### src/rtl/wt_pkg.sv
package wt_pkg;

  // Rows left after one stage that takes rows in groups of three.
  function automatic int rows_next(input int rows);
    return (rows / 3) * 2 + (rows % 3);
  endfunction

  // Rows present at the input of stage s for an n-bit multiplier.
  function automatic int rows_at(input int n, input int s);
    int r;
    r = n;
    for (int k = 0; k < s; k++) r = rows_next(r);
    return r;
  endfunction

  // Number of stages needed to reach two rows.
  function automatic int stage_count(input int n);
    int r;
    int c;
    r = n;
    c = 0;
    while (r > 2) begin
      r = rows_next(r);
      c++;
    end
    return c;
  endfunction

endpackage

### src/rtl/pp_array.sv
module pp_array #(
  parameter int N = 8
) (
  input  logic [N-1:0]   a,
  input  logic [N-1:0]   b,
  output logic [2*N-1:0] rows [N]
);

  localparam int W = 2 * N;

  for (genvar j = 0; j < N; j++) begin : g_row
    logic [W-1:0] ext;
    assign ext     = {{N{1'b0}}, a & {N{b[j]}}};
    assign rows[j] = ext << j;
  end

  // each row is a copy of a gated by b[j] and sits j columns up
  always_comb begin
    for (int j = 0; j < N; j++) begin
      a_r2_pp_row: assert ($countones(rows[j]) == (b[j] ? $countones(a) : 0))
        else $error("row %0d has wrong bit count", j);
      a_r2_pp_low_zero: assert ((rows[j] & ((W'(1) << j) - W'(1))) == '0)
        else $error("row %0d low columns not clear", j);
    end
  end

endmodule

### src/rtl/wallace_stage.sv
module wallace_stage #(
  parameter int W  = 16,
  parameter int RI = 8
) (
  input  logic [W-1:0] rin  [RI],
  output logic [W-1:0] rout [(RI / 3) * 2 + (RI % 3)]
);

  localparam int NG = RI / 3;
  localparam int NL = RI % 3;
  localparam int RO = 2 * NG + NL;

  logic [NG-1:0] lost;

  for (genvar g = 0; g < NG; g++) begin : g_grp
    logic [W-1:0] x, y, z, cy;
    assign x = rin[3*g];
    assign y = rin[3*g+1];
    assign z = rin[3*g+2];
    // full adder in every column; constant-zero inputs fold away
    assign rout[2*g] = x ^ y ^ z;
    assign cy        = (x & y) | (y & z) | (z & x);
    assign rout[2*g+1] = {cy[W-2:0], 1'b0};
    assign lost[g]     = cy[W-1];
  end

  for (genvar k = 0; k < NL; k++) begin : g_pass
    assign rout[2*NG+k] = rin[3*NG+k];
  end

  logic [W-1:0] sum_in;
  logic [W-1:0] sum_out;

  always_comb begin
    sum_in  = '0;
    sum_out = '0;
    for (int k = 0; k < RI; k++) sum_in  = sum_in  + rin[k];
    for (int k = 0; k < RO; k++) sum_out = sum_out + rout[k];
    // compression keeps the total of all rows
    a_r3_value_kept: assert (sum_in == sum_out)
      else $error("stage changed row total");
    // no carry falls off the top column
    a_r4_no_overflow: assert (lost == '0)
      else $error("carry lost above top column");
  end

endmodule

### src/rtl/sklansky_adder.sv
module sklansky_adder #(
  parameter int W = 16
) (
  input  logic [W-1:0] x,
  input  logic [W-1:0] y,
  output logic [W-1:0] sum,
  output logic         cout
);

  localparam int L = (W > 1) ? $clog2(W) : 1;

  logic [W-1:0] gl [L+1];
  logic [W-1:0] pl [L+1];
  logic [W-1:0] p0;
  logic [W-1:0] cin;

  assign p0    = x ^ y;
  assign gl[0] = x & y;
  assign pl[0] = p0;

  for (genvar k = 0; k < L; k++) begin : g_lvl
    for (genvar i = 0; i < W; i++) begin : g_bit
      if (((i >> k) & 1) == 1) begin : g_merge
        localparam int J = ((i >> k) << k) - 1;
        assign gl[k+1][i] = gl[k][i] | (pl[k][i] & gl[k][J]);
        assign pl[k+1][i] = pl[k][i] & pl[k][J];
      end else begin : g_keep
        assign gl[k+1][i] = gl[k][i];
        assign pl[k+1][i] = pl[k][i];
      end
    end
  end

  assign cin  = {gl[L][W-2:0], 1'b0};
  assign sum  = p0 ^ cin;
  assign cout = gl[L][W-1];

  // the prefix result matches a plain addition
  always_comb begin
    a_r5_prefix_sum: assert (sum == x + y)
      else $error("prefix adder sum wrong");
  end

endmodule

### src/rtl/wallace_mult.sv
module wallace_mult #(
  parameter int WIDTH = 16
) (
  input  logic [WIDTH-1:0]   op_a,
  input  logic [WIDTH-1:0]   op_b,
  output logic [2*WIDTH-1:0] product
);

  localparam int W      = 2 * WIDTH;
  localparam int STAGES = wt_pkg::stage_count(WIDTH);

  logic [W-1:0] pp [WIDTH];
  logic [W-1:0] row_x;
  logic [W-1:0] row_y;
  logic         top_carry;

  pp_array #(.N(WIDTH)) u_pp (
    .a   (op_a),
    .b   (op_b),
    .rows(pp)
  );

  for (genvar s = 0; s < STAGES; s++) begin : g_stg
    localparam int RI = wt_pkg::rows_at(WIDTH, s);
    localparam int RO = wt_pkg::rows_next(RI);
    logic [W-1:0] rin  [RI];
    logic [W-1:0] rout [RO];
    if (s == 0) begin : g_first
      assign rin = pp;
    end else begin : g_next
      assign rin = g_stg[s-1].rout;
    end
    wallace_stage #(.W(W), .RI(RI)) u_stage (
      .rin (rin),
      .rout(rout)
    );
  end

  if (STAGES > 0) begin : g_rows_tree
    assign row_x = g_stg[STAGES-1].rout[0];
    assign row_y = g_stg[STAGES-1].rout[1];
  end else begin : g_rows_direct
    assign row_x = pp[0];
    assign row_y = pp[1];
  end

  sklansky_adder #(.W(W)) u_cpa (
    .x   (row_x),
    .y   (row_y),
    .sum (product),
    .cout(top_carry)
  );

  always_comb begin
    // full unsigned product
    a_r1_product: assert (product == ({{WIDTH{1'b0}}, op_a} * {{WIDTH{1'b0}}, op_b}))
      else $error("product mismatch");
    // final adder never carries out of the top bit
    a_r4_final_no_carry: assert (!top_carry)
      else $error("final adder carry out");
  end

endmodule

### config.mk
export PLATFORM = sky130hd
export DESIGN_NAME = wallace_mult
export DESIGN_NICKNAME = d
export VERILOG_FILES = /design/src/rtl/wt_pkg.sv /design/src/rtl/pp_array.sv /design/src/rtl/wallace_stage.sv /design/src/rtl/sklansky_adder.sv /design/src/rtl/wallace_mult.sv
export SDC_FILE = /design/constraint.sdc
export NUM_CORES = 1
export LEC_CHECK = 0
export BUFFER_PORTS_ARGS = -buffer_cell sky130_fd_sc_hd__clkbuf_2
export CORE_MARGIN = 1.5
export CORE_UTILIZATION = 30
export DETAILED_ROUTE_END_ITERATION = 8
export MAX_ROUTING_LAYER = met4
export SLEW_MARGIN = 20
export SYNTH_ARGS = -nofsm -noshare
export SYNTH_HDL_FRONTEND = slang
export SYNTH_SLANG_ARGS = --single-unit
### constraint.sdc
create_clock -name vclk -period 22.2
set_input_delay 4.44 -clock vclk [all_inputs]
set_output_delay 4.44 -clock vclk [all_outputs]
set_load 0.005 [all_outputs]
==> impl_metrics.tcl <==
set metrics [dict create \
    initial_utilization 0.3040 \
    wl_per_cell_um 14.56 \
    grt_pass1_vias 5789 \
    numPortBuffers 64 \
    die_h_um 165.0 \
    grt_pass1_wl_um 29730 \
    drt_iter0_drc 238 \
    drv_slew 0 \
    rsz0062_at_grt "no" \
    grt_overflow 0 \
    slew_headroom 0.6489 \
    tightest_slew_ps 521.2 \
    final_common_cell "fa_1" \
    final_cell_mix "fa_1, inv_1, and2_1, nand2_1, ha_1" \
    postCtsResizedCells 0 \
    critPathKind "input pin to output port" \
    first_pass_iters 4 \
    crit_fanout 16 \
    period_needed_ps 14690 \
    synth_nets 1175 \
    hold_violations 0 \
    ant_nets 0 \
    regArea_um2 0 \
    synthesis.area_um2 7876 \
    setup_tns_ps 0 \
    max_freq_mhz 68.08 \
    ys_types 38 \
    hold_buffers 0 \
    globalplace.congestion 0.8165 \
    hpwl_um 15160 \
    hold_path_class "input pin to output port" \
    drive_above_1_share 0.07924 \
    min_path_cells 3 \
    dieArea_um2 27230 \
    area_delta_synth_final_pct 7.863 \
    drc 0 \
    nFlopsAndLatches 0 \
    critPathLaunchType "input pin" \
    critPathCaptureType "output port" \
    worstPathArrival_ps 10250 \
    worst-endpoint-required_ps 17760 \
    fin_crit_sh 0.6617 \
    setup_viol_count_final 0 \
    grt_util_all_layers 0.1419 \
    die_w_um 165.0 \
    seq_area_frac_synth 0 \
    vias 5536 \
    rows 59 \
    drv_cap 0 \
    holdWs_ps 9399 \
    clockBufferCount 0 \
    holdPathEnd "product[0]" \
    netlist_instances 864 \
    status "finished clean" \
    nets 1209 \
    yosysWarnings 0 \
    antenna_found_initial 0 \
    grt_max_degree 17 \
    fp.coreArea_um2 25910 \
    min-delay-start "op_b[0]" \
    totalWireLength_um 17930 \
    viasPerCell 4.497 \
    post_cts_buffers 0 \
    ios 64 \
    syn_avg_cell_area_um2 9.116 \
    antennaDiodeCount 0 \
]
critical path, stage by stage:
cell      delay (ps)
clkbuf_2         260
and2_1           270
fa_1             520
fa_1             550
inv_1             60
fa_1             550
fa_1             460
fa_1             510
inv_1             50
fa_1             440
ha_1             360
a21oi_1          170
o21ai_0          220
a22oi_1          410
nor2_1            60
o21bai_2         220
or4_1            420
o311ai_1         100
clkbuf_2         160
Yosys cell counts (all sizes together):
cell,count,share of area
nand2,107,0.051
xnor2,15,0.017
nand2b,1,0.00079
a21o,3,0.0029
clkbuf,32,0.015
nor3,6,0.0038
ha,77,0.12
a211oi,1,0.00095
o41ai,1,0.0021
nand3,1,0.00063
a31oi,2,0.0016
o311ai,2,0.0032
or4,1,0.00095
and4,1,0.0014
o21bai,3,0.0033
nand4b,1,0.0011
nor2b,2,0.0016
o31ai,1,0.00095
o221ai,1,0.0011
nand4,1,0.00079
a21boi,2,0.0024
o21a,2,0.0019
a22oi,1,0.00095
or3,1,0.00079
inv,201,0.096
and2,159,0.13
nand3b,1,0.00095
nor2,13,0.0062
a41oi,1,0.0035
o21ai,6,0.0038
fa,202,0.51
xor2,2,0.0022
a21oi,14,0.0094
through the flow:
stage | instance area, µm² | setup slack [ps] | utilization | instances
floorplan | 7876 | 8145 | - | 864
global placement | 8496 | 7550 | 0.3279 | 1231
detailed placement | 8496 | 7492 | 0.3279 | 1231
CTS | 8496 | 7461 | 0.3279 | 1231
global route | 8496 | 7200 | 0.3279 | 1231
finish | 8496 | 7510 | 0.3279 | 1231
worst max-delay path by stage:
stage	cells past startpoint	end	start	slack (ps)
detailed placement	19	product[30]	op_b[5]	7490
floorplan	21	product[30]	op_a[7]	8140
global placement	19	product[30]	op_b[5]	7550
CTS	19	product[30]	op_b[5]	7460
finish	19	product[30]	op_b[5]	7510
global route	20	product[30]	op_a[4]	7200
routing by layer:
layer	global-route usage	wire length, µm	vias up
met5	-	0	-
met4	0.01106	140	0
met3	0.008790	656	12
met2	0.2421	8923	100
met1	0.1931	8205	2839
li1	-	-	2585
cell type report:
type	count	area [µm²]
fillers	2670	17420
inverters	201	754.5
repair buffers	64	320.3
well taps	335	419.2
multi-input cells	631	7002
cell families (layout without fill, tap and decap cells):
| kind of cell | after synthesis | count (layout) | share of synthesized area |
|---|---|---|---|
| compound gates | 40 | 40 | 0.03797 |
| buf+inv | 233 | 265 | 0.1110 |
| simple gates | 295 | 295 | 0.1963 |
| xor+xnor | 17 | 17 | 0.01890 |
| fa+ha+maj | 279 | 279 | 0.6357 |
Power is left out: the tool's default activity adds up to more than one toggle a clock period on the data nets, which glitch-free logic cannot reach.
